<file path="config.mk">
export PLATFORM = sky130hd
export DESIGN_NAME = sata_reg_merge
export DESIGN_NICKNAME = d
export VERILOG_FILES = /design/src/rtl/srm_pkg.sv /design/src/rtl/srm_field_merge.sv /design/src/rtl/srm_word_merge.sv /design/src/rtl/srm_link_seq.sv /design/src/rtl/sata_reg_merge.sv
export SDC_FILE = /design/constraint.sdc
export NUM_CORES = 1
export LEC_CHECK = 0
export BUFFER_PORTS_ARGS = -buffer_cell sky130_fd_sc_hd__buf_2
export CAP_MARGIN = 20
export CORE_MARGIN = 2
export CORE_UTILIZATION = 53
export DETAILED_ROUTE_END_ITERATION = 12
export GPL_ROUTABILITY_DRIVEN = 0
export PLACE_DENSITY = 0.8
export SLEW_MARGIN = 40
export SYNTH_ARGS = -nofsm -noshare
export SYNTH_HDL_FRONTEND = slang
export SYNTH_SLANG_ARGS = --single-unit
</file>
<file path="constraint.sdc">
create_clock -name clk -period 4.5 [get_ports clk]
set_input_delay 0.9 -clock clk [delete_from_list [all_inputs] [get_ports clk]]
set_output_delay 0.9 -clock clk [all_outputs]
set_load 0.005 [all_outputs]
</file>
<file path="src/rtl/srm_pkg.sv">
package srm_pkg;

  typedef enum logic [1:0] {
    HC_STATUS  = 2'd0,
    HC_ERROR   = 2'd1,
    HC_CONTROL = 2'd2,
    HC_BAD     = 2'd3
  } host_code_e;

  typedef enum logic [2:0] {
    S_IDLE,
    S_IDX_STB,
    S_IDX_WAIT,
    S_DAT_STB,
    S_DAT_WAIT,
    S_RESP
  } seq_state_e;

  localparam int FIELD_W  = 4;
  localparam int LIST_MAX = 5;

  // register code as seen by the link window
  function automatic logic [7:0] link_code(host_code_e c);
    case (c)
      HC_STATUS:  return 8'd0;
      HC_CONTROL: return 8'd1;
      HC_ERROR:   return 8'd2;
      default:    return 8'd0;
    endcase
  endfunction

  // packed precedence lists, entry 0 in the low nibble
  function automatic logic [LIST_MAX*FIELD_W-1:0] prec_pack(bit ctrl, int field);
    if (!ctrl) begin
      case (field)
        0:       return 20'h34031;
        1:       return 20'h00012;
        2:       return 20'h00126;
        default: return '0;
      endcase
    end else begin
      case (field)
        0:       return 20'h00401;
        1:       return 20'h00120;
        2:       return 20'h03210;
        default: return '0;
      endcase
    end
  endfunction

  function automatic int prec_len(bit ctrl, int field);
    if (!ctrl) begin
      case (field)
        0:       return 5;
        1:       return 3;
        2:       return 4;
        default: return 0;
      endcase
    end else begin
      case (field)
        0:       return 4;
        1:       return 4;
        2:       return 5;
        default: return 0;
      endcase
    end
  endfunction

  function automatic logic [FIELD_W-1:0] prec_item(bit ctrl, int field, int idx);
    logic [LIST_MAX*FIELD_W-1:0] lst;
    lst = prec_pack(ctrl, field);
    if (idx < 0 || idx >= LIST_MAX) return '0;
    return lst[idx*FIELD_W +: FIELD_W];
  endfunction

endpackage

</file>
<file path="src/rtl/srm_field_merge.sv">
module srm_field_merge
  import srm_pkg::*;
#(
  parameter bit CTRL  = 1'b0,
  parameter int FIELD = 0
) (
  input  logic [FIELD_W-1:0] c0,
  input  logic [FIELD_W-1:0] c1,
  output logic [FIELD_W-1:0] m
);

  localparam int LEN = prec_len(CTRL, FIELD);

  logic [FIELD_W-1:0] pick;

  always_comb begin
    pick = prec_item(CTRL, FIELD, LEN - 1);
    // scan from the tail so the earliest match is left in pick
    for (int i = LEN - 1; i >= 0; i--) begin
      if (prec_item(CTRL, FIELD, i) == c0 || prec_item(CTRL, FIELD, i) == c1)
        pick = prec_item(CTRL, FIELD, i);
    end
    if (LEN == 0 || c0 == c1) m = c0;
    else                      m = pick;
  end

endmodule

</file>
<file path="src/rtl/srm_word_merge.sv">
module srm_word_merge
  import srm_pkg::*;
#(
  parameter int DATA_W = 32,
  parameter bit CTRL   = 1'b0
) (
  input  logic [DATA_W-1:0] v0,
  input  logic [DATA_W-1:0] v1,
  output logic [DATA_W-1:0] m
);

  localparam int FIELDS = DATA_W / FIELD_W;

  for (genvar g = 0; g < FIELDS; g++) begin : g_field
    srm_field_merge #(.CTRL(CTRL), .FIELD(g)) u_fm (
      .c0 (v0[g*FIELD_W +: FIELD_W]),
      .c1 (v1[g*FIELD_W +: FIELD_W]),
      .m  (m[g*FIELD_W +: FIELD_W])
    );
  end

endmodule

</file>
<file path="src/rtl/srm_link_seq.sv">
module srm_link_seq
  import srm_pkg::*;
#(
  parameter int DATA_W = 32,
  parameter int PORT_W = 2,
  parameter int ADDR_W = 4
) (
  input  logic              clk,
  input  logic              rst_n,
  input  logic              start,
  input  logic              bad,
  input  logic              write,
  input  logic              two_dev,
  input  logic [PORT_W-1:0] port,
  input  logic [7:0]        lcode,
  input  logic [DATA_W-1:0] wdata,
  output logic              dn_stb,
  output logic              dn_we,
  output logic [ADDR_W-1:0] dn_addr,
  output logic [DATA_W-1:0] dn_wdata,
  input  logic              dn_rdy,
  output logic              cap_en,
  output logic              cap_dev,
  output logic              done
);

  localparam int SEL_W = PORT_W + 1;
  localparam logic [ADDR_W-1:0] IDX_OFF = ADDR_W'(0);
  localparam logic [ADDR_W-1:0] DAT_OFF = ADDR_W'(4);

  seq_state_e state_q, state_nx;
  logic       dev_q, dev_nx;
  logic [DATA_W-1:0] idx_word;

  always_comb begin
    idx_word = '0;
    idx_word[8 +: SEL_W] = {port, dev_q};
    idx_word[7:0] = lcode;
  end

  always_comb begin
    state_nx = state_q;
    dev_nx   = dev_q;
    dn_stb   = 1'b0;
    dn_we    = 1'b0;
    dn_addr  = IDX_OFF;
    dn_wdata = '0;
    cap_en   = 1'b0;
    cap_dev  = dev_q;
    done     = 1'b0;
    case (state_q)
      S_IDLE: begin
        if (start) begin
          dev_nx   = 1'b0;
          state_nx = bad ? S_RESP : S_IDX_STB;
        end
      end
      S_IDX_STB: begin
        dn_stb   = 1'b1;
        dn_we    = 1'b1;
        dn_addr  = IDX_OFF;
        dn_wdata = idx_word;
        state_nx = S_IDX_WAIT;
      end
      S_IDX_WAIT: begin
        if (dn_rdy) state_nx = S_DAT_STB;
      end
      S_DAT_STB: begin
        dn_stb   = 1'b1;
        dn_we    = write;
        dn_addr  = DAT_OFF;
        dn_wdata = write ? wdata : '0;
        state_nx = S_DAT_WAIT;
      end
      S_DAT_WAIT: begin
        if (dn_rdy) begin
          cap_en = !write;
          if (two_dev && !dev_q) begin
            dev_nx   = 1'b1;
            state_nx = S_IDX_STB;
          end else begin
            state_nx = S_RESP;
          end
        end
      end
      S_RESP: begin
        done     = 1'b1;
        state_nx = S_IDLE;
      end
      default: state_nx = S_IDLE;
    endcase
  end

  always_ff @(posedge clk or negedge rst_n) begin
    if (!rst_n) begin
      state_q <= S_IDLE;
      dev_q   <= 1'b0;
    end else begin
      state_q <= state_nx;
      dev_q   <= dev_nx;
    end
  end

  // a strobe never spans two cycles
  assert_strobe_single_R8: assert property (@(posedge clk) disable iff (!rst_n)
    dn_stb |=> !dn_stb);

  // index register accesses are always writes
  assert_index_is_write_R2: assert property (@(posedge clk) disable iff (!rst_n)
    (dn_stb && dn_addr == IDX_OFF) |-> dn_we);

  // the data access comes one wait phase after an index write
  assert_data_after_index_R2: assert property (@(posedge clk) disable iff (!rst_n)
    (dn_stb && dn_addr == DAT_OFF) |-> $past(state_q) == S_IDX_WAIT);

  // no progress past a data access until ready
  assert_wait_ready_R8: assert property (@(posedge clk) disable iff (!rst_n)
    (state_q == S_DAT_WAIT && !dn_rdy) |=> state_q == S_DAT_WAIT);

endmodule

</file>
<file path="src/rtl/sata_reg_merge.sv">
module sata_reg_merge
  import srm_pkg::*;
#(
  parameter int DATA_W = 32,
  parameter int PORT_W = 2,
  parameter int ADDR_W = 4
) (
  input  logic              clk,
  input  logic              rst_n,
  input  logic              cfg_slave_ok,
  input  logic [PORT_W-1:0] cfg_port,
  input  logic              req_valid,
  input  logic              req_write,
  input  logic [1:0]        req_code,
  input  logic [DATA_W-1:0] req_wdata,
  output logic              req_ack,
  output logic              req_err,
  output logic [DATA_W-1:0] req_rdata,
  output logic              dn_stb,
  output logic              dn_we,
  output logic [ADDR_W-1:0] dn_addr,
  output logic [DATA_W-1:0] dn_wdata,
  input  logic              dn_rdy,
  input  logic [DATA_W-1:0] dn_rdata
);

  // reset: asserted asynchronously, released on the clock
  logic [1:0] rs_q;
  logic       rst_i_n;
  always_ff @(posedge clk or negedge rst_n) begin
    if (!rst_n) rs_q <= 2'b00;
    else        rs_q <= {rs_q[0], 1'b1};
  end
  assign rst_i_n = rs_q[1];

  logic              busy_q, busy_nx, go_q, accept;
  host_code_e        code_q;
  logic              write_q, two_q, bad_q;
  logic [PORT_W-1:0] port_q;
  logic [DATA_W-1:0] wdata_q;
  logic [DATA_W-1:0] v0_q, v1_q, m_st, m_ct, res;
  logic              cap_en, cap_dev, done;
  logic [2:0]        stb_cnt_q, stb_cnt_nx;

  assign accept = req_valid && !busy_q;

  always_comb begin
    busy_nx = busy_q;
    if (accept)    busy_nx = 1'b1;
    else if (done) busy_nx = 1'b0;
  end

  always_ff @(posedge clk or negedge rst_i_n) begin
    if (!rst_i_n) begin
      busy_q <= 1'b0;
      go_q   <= 1'b0;
    end else begin
      busy_q <= busy_nx;
      go_q   <= accept;
    end
  end

  always_ff @(posedge clk or negedge rst_i_n) begin
    if (!rst_i_n) begin
      code_q  <= HC_STATUS;
      write_q <= 1'b0;
      two_q   <= 1'b0;
      bad_q   <= 1'b0;
      port_q  <= '0;
      wdata_q <= '0;
    end else if (accept) begin
      code_q  <= host_code_e'(req_code);
      write_q <= req_write;
      two_q   <= cfg_slave_ok;
      bad_q   <= (req_code == HC_BAD);
      port_q  <= cfg_port;
      wdata_q <= req_wdata;
    end
  end

  always_ff @(posedge clk or negedge rst_i_n) begin
    if (!rst_i_n) begin
      v0_q <= '0;
      v1_q <= '0;
    end else if (cap_en) begin
      if (cap_dev) v1_q <= dn_rdata;
      else         v0_q <= dn_rdata;
    end
  end

  srm_link_seq #(.DATA_W(DATA_W), .PORT_W(PORT_W), .ADDR_W(ADDR_W)) u_seq (
    .clk      (clk),
    .rst_n    (rst_i_n),
    .start    (go_q),
    .bad      (bad_q),
    .write    (write_q),
    .two_dev  (two_q),
    .port     (port_q),
    .lcode    (link_code(code_q)),
    .wdata    (wdata_q),
    .dn_stb   (dn_stb),
    .dn_we    (dn_we),
    .dn_addr  (dn_addr),
    .dn_wdata (dn_wdata),
    .dn_rdy   (dn_rdy),
    .cap_en   (cap_en),
    .cap_dev  (cap_dev),
    .done     (done)
  );

  srm_word_merge #(.DATA_W(DATA_W), .CTRL(1'b0)) u_merge_status (
    .v0 (v0_q), .v1 (v1_q), .m (m_st)
  );

  srm_word_merge #(.DATA_W(DATA_W), .CTRL(1'b1)) u_merge_control (
    .v0 (v0_q), .v1 (v1_q), .m (m_ct)
  );

  always_comb begin
    res = '0;
    if (!write_q && !bad_q) begin
      if (!two_q) res = v0_q;
      else begin
        case (code_q)
          HC_STATUS:  res = m_st;
          HC_CONTROL: res = m_ct;
          HC_ERROR:   res = v0_q | v1_q;
          default:    res = '0;
        endcase
      end
    end
  end

  assign req_ack   = done;
  assign req_err   = done && bad_q;
  assign req_rdata = done ? res : '0;

  // strobe count per request, used only by the checks below
  always_comb begin
    stb_cnt_nx = stb_cnt_q;
    if (go_q)        stb_cnt_nx = '0;
    else if (dn_stb) stb_cnt_nx = stb_cnt_q + 3'd1;
  end

  always_ff @(posedge clk or negedge rst_i_n) begin
    if (!rst_i_n) stb_cnt_q <= '0;
    else          stb_cnt_q <= stb_cnt_nx;
  end

  // a rejected request leaves the link window untouched
  assert_bad_code_no_access_R1: assert property (@(posedge clk) disable iff (!rst_i_n)
    (req_ack && req_err) |-> stb_cnt_q == 3'd0);

  // two or four strobes depending on slave presence
  assert_access_count_R4: assert property (@(posedge clk) disable iff (!rst_i_n)
    (req_ack && !req_err) |-> stb_cnt_q == (two_q ? 3'd4 : 3'd2));

  // single-device read is passed through
  assert_single_dev_pass_R3: assert property (@(posedge clk) disable iff (!rst_i_n)
    (req_ack && !req_err && !two_q && !write_q) |-> req_rdata == v0_q);

  // status fields without a list follow device 0
  assert_status_upper_R6: assert property (@(posedge clk) disable iff (!rst_i_n)
    (req_ack && two_q && !write_q && code_q == HC_STATUS)
      |-> req_rdata[DATA_W-1:12] == v0_q[DATA_W-1:12]);

  // error result has no bit that neither link reported
  assert_error_or_R5: assert property (@(posedge clk) disable iff (!rst_i_n)
    (req_ack && two_q && !write_q && code_q == HC_ERROR)
      |-> (req_rdata & ~(v0_q | v1_q)) == '0);

  // acknowledge is a single pulse
  assert_ack_pulse_R8: assert property (@(posedge clk) disable iff (!rst_i_n)
    req_ack |=> !req_ack);

endmodule

</file>
==> results list <==
- For this design the static power due to leakage is 3.34 nW.
- Cell type with the highest aggregate area in the netlist: sky130_fd_sc_hd__dfrtp_1
* Post-synthesis simple-gate area fraction: 0.129
- Placeable core area: 0.0103 mm2
- Combinational family with the most area after synthesis: multiplexers
- Yosys attributes the largest share of cell area to sky130_fd_sc_hd__dfrtp_1 (50%), sky130_fd_sc_hd__mux2_2 (15%), sky130_fd_sc_hd__a21oi_1 (3.5%).
- The initial utilization of the core area, before any placement, comes to 0.542.
- Number of design-rule violations left by the first detailed-router iteration: 265
* Number of antenna diodes: 0
- In this run the core area contains 37 standard-cell rows.
* Mux contribution to synthesized area: 0.180
* Crit path kind: reg2out
- The clock period could shrink to 3.50 ns.
* Total setup violations reported at the end of the flow: 0
* Number of cells after detailed placement: slightly below 800
- Chip height: between 100 and 150 um
- Syn Std Cell Area: 0.00557 mm2
* Fraction of the mapped netlist area in adder cells: 0.0270
- CTS built an H-tree with a depth of 3.
- Root buf cell: sky130_fd_sc_hd__clkbuf_8
- The endpoint identified for the worst register-to-register timing path is v1_q[12].
* Die Footprint: around 0.011 mm2
* Clock slew at reported path FFs: roughly 0.11 ns
- Counting flops and latches in the post-synthesis netlist gives 111.
- The startpoint identified for the worst register-to-register timing path is write_q.
* Post-Route Hold Slack: around 0.27 ns
- Data arrives at the worst endpoint at 2.60 ns.
- From left edge to right edge, the die measures 106 um.
- TNS Setup: 0 ns
- Antenna Violating Nets Remaining: 0
- The run finished with clean final reports.
* Max capacitance violation total: 0
- A synthesized cell averages about 11 um2.
* Setup repair after global routing missed its margin: false
* CTS Buffer Depth: 2
- Reg2Reg Depth: 4
* Number of buffers created by CTS: 9
* First-pass GRT wire length: 21100 um
- Before antenna repair, the detailed router went through 4 iterations.
* Util after Layout: 0.645
- Register-to-register path setup slack: 1.95 ns
* Largest fanout of any net on the critical path: 5
- Number of global-route vias before repair: about 4400
* Post-synth EDFFs: 0
- The final layout contains routed wiring with a total length of 12900 um.
- Of the cells placed in the final design, the portion with a size suffix greater than 1 is 0.382.
* Final instance count without filler cells: 786
- DR vias: approximately 4500
- Pwr per Cell Area: 532 mW/mm2
- Of the total synthesized cell area, the portion taken by XOR and XNOR cells is 0.00157.
* Asr flop ratio synth: 1.00
- Sink Count: 111
- The final count of hold timing violations was 0.
- Total of buffers placed on input and output ports: ~140
- The worst hold path belongs to the class reg2async.
- Post-route DRC violation count: 0
* Distinct cell type count after synthesis: 54
- Post-CTS resize count: 0
- At the pin with the least slew margin, the transition time is 0.773 ns.
- VDD sags by at most roughly 0.25 mV.
- Post-Layout Inst Area: 0.00663 mm2
- TritonCTS built the clock tree.
- Using the TritonRoute via totals, the vias-per-cell ratio works out to 5.67.
- Max transition margin: 0.485
- In this run the cell area measured after placement is 0.00640 mm2.
- Pre-CTS WS: 1.43 ns
- Dividing the detail-routed wire length by the instance count gives 16.4 um.
- Final critical-path share of the clock period: 0.777
* Global-route usage over all layers: 0.234
- Top-area cell type share of the netlist area: 0.499
- During synthesis, Yosys emitted a total of 0 warnings.
* Area fraction in compound gates after synthesis: 0.108
* Data required time of the worst path: around 3.6 ns
* F_max: 0.286 GHz
* Count of pins on the block boundary: about 150
- Layout Skew: 0.0101 ns
- The design draws between 3 and 4 mW.
- The total count of max-transition violations in the final report is 0.
- The worst setup path is captured at an output pin.
- STA classifies the critical path startpoint as a flop.
- Post-Synthesis Cells: 516
* Worst Slack Setup Final: 1.01 ns
* Cts hold-fix bufs: 0
- Clk_lat worst skew: 0.37 ns
- After the last flow step, the layout net total stands at 731.
* Number of post-CTS setup repair buffers: 0
- Entering global routing, the biggest net connects 45 pins.
- Initial antenna violation count: 1
- DP Wirelength: roughly 9300 um
- For this run, the leading register cell type out of synthesis is sky130_fd_sc_hd__dfrtp_1.
- Total congestion overflow after global routing: 0
- Area delta synth->final: 19.1%
- Fraction of the yosys area taken by sequential cells: 0.499
## where the power goes
group          internal [mW]  switching [mW]  total, mW  leakage [nW]
clock network          0.331           0.340      0.671         0.105
registers               1.36           0.351       1.71          1.40
logic                  0.576           0.569       1.15          1.83
## placed cells by master (no fill, tap or decap), types with 3 or more instances in the layout
cell / instances
sky130_fd_sc_hd__buf_2: 142
sky130_fd_sc_hd__dfrtp_1: 110
sky130_fd_sc_hd__mux2_2: 73
sky130_fd_sc_hd__nor2_1: 39
sky130_fd_sc_hd__a21oi_1: 39
sky130_fd_sc_hd__inv_1: 30
sky130_fd_sc_hd__and3_1: 29
sky130_fd_sc_hd__nand2_1: 27
sky130_fd_sc_hd__o21ai_0: 22
sky130_fd_sc_hd__mux2_1: 16
sky130_fd_sc_hd__ha_1: 12
sky130_fd_sc_hd__nor3_1: 10
sky130_fd_sc_hd__clkbuf_8: 10
sky130_fd_sc_hd__nor3b_1: 6
sky130_fd_sc_hd__a21o_1: 5
sky130_fd_sc_hd__buf_4: 5
sky130_fd_sc_hd__a22o_1: 4
sky130_fd_sc_hd__nand2b_1: 4
sky130_fd_sc_hd__o22ai_1: 4
sky130_fd_sc_hd__conb_1: 4
sky130_fd_sc_hd__or3_1: 3
sky130_fd_sc_hd__nand3_1: 3
sky130_fd_sc_hd__a31oi_1: 3
sky130_fd_sc_hd__clkinvlp_4: 3
## cell type report
cell class	count	area [um2]
Tap cell	136	170
Fill cell	868	3650
Multi-Input combinational cell	341	2500
Timing Repair Buffer	150	823
Sequential cell	111	2780
Inverter	32	120
Clock inverter	6	91.3
Clock buffer	10	138
## sequential cells by signal, indices dropped and copies added (netlist names)
name and cells:
bad_q 1, wdata_q 32, v1_q 32, code_q 2, u_seq.cap_dev 1, go_q 1, two_q 1, write_q 1
rs_q 2, busy_q 1, v0_q 32, u_seq.state_q 3, port_q 2
## worst max-delay path by stage
stage                 start  slack, ns      endpoint
finish              v0_q[1]       1.01  req_rdata[0]
global route        v0_q[1]       0.78  req_rdata[1]
CTS                 v0_q[1]        1.0  req_rdata[0]
detailed placement  v0_q[1]       1.43  req_rdata[0]
global placement      two_q       1.48  req_rdata[2]
floorplan           rs_q[1]       1.18         bad_q
## critical path, stage by stage, from the launching register on
cell and delay, ns:
sky130_fd_sc_hd__dfrtp_1 0.43, sky130_fd_sc_hd__inv_1 0.12, sky130_fd_sc_hd__ha_1 0.33, sky130_fd_sc_hd__nor4_2 0.42
sky130_fd_sc_hd__a211oi_1 0.11, sky130_fd_sc_hd__mux2_2 0.29, sky130_fd_sc_hd__a311oi_1 0.35, sky130_fd_sc_hd__buf_2 0.19
## cell usage after synthesis, types with 4 or more instances
master and instances:
sky130_fd_sc_hd__dfrtp_1 111, sky130_fd_sc_hd__mux2_2 73, sky130_fd_sc_hd__a21oi_1 39, sky130_fd_sc_hd__nor2_1 39
sky130_fd_sc_hd__inv_1 30, sky130_fd_sc_hd__and3_1 29, sky130_fd_sc_hd__nand2_1 27, sky130_fd_sc_hd__o21ai_0 22
sky130_fd_sc_hd__clkbuf_1 17, sky130_fd_sc_hd__mux2_1 16, sky130_fd_sc_hd__ha_1 12, sky130_fd_sc_hd__nor3_1 10
sky130_fd_sc_hd__buf_4 8, sky130_fd_sc_hd__buf_2 6, sky130_fd_sc_hd__nor3b_1 6, sky130_fd_sc_hd__a21o_1 5
sky130_fd_sc_hd__a22o_1 4, sky130_fd_sc_hd__nand2b_1 4, sky130_fd_sc_hd__o22ai_1 4
## per-layer routing
metal | vias to the layer above | share of wire | wire [um] | global-route usage
met5 | - | 0 | 0 | 0
met4 | 0 | 0.022 | 282 | 0.101
met3 | 28 | 0.062 | 798 | 0.0478
met2 | 162 | 0.49 | 6280 | 0.389
met1 | 2185 | 0.43 | 5550 | 0.298
li1 | 2078 | - | - | -
## cells by family after synthesis
family	count (synthesis)
compound gates	98
xor+xnor	1
buf+inv	66
flops	111
other cells	2
fa+ha+maj	12
simple gates	137
mux	89
Power figures use the tool's default switching activity.
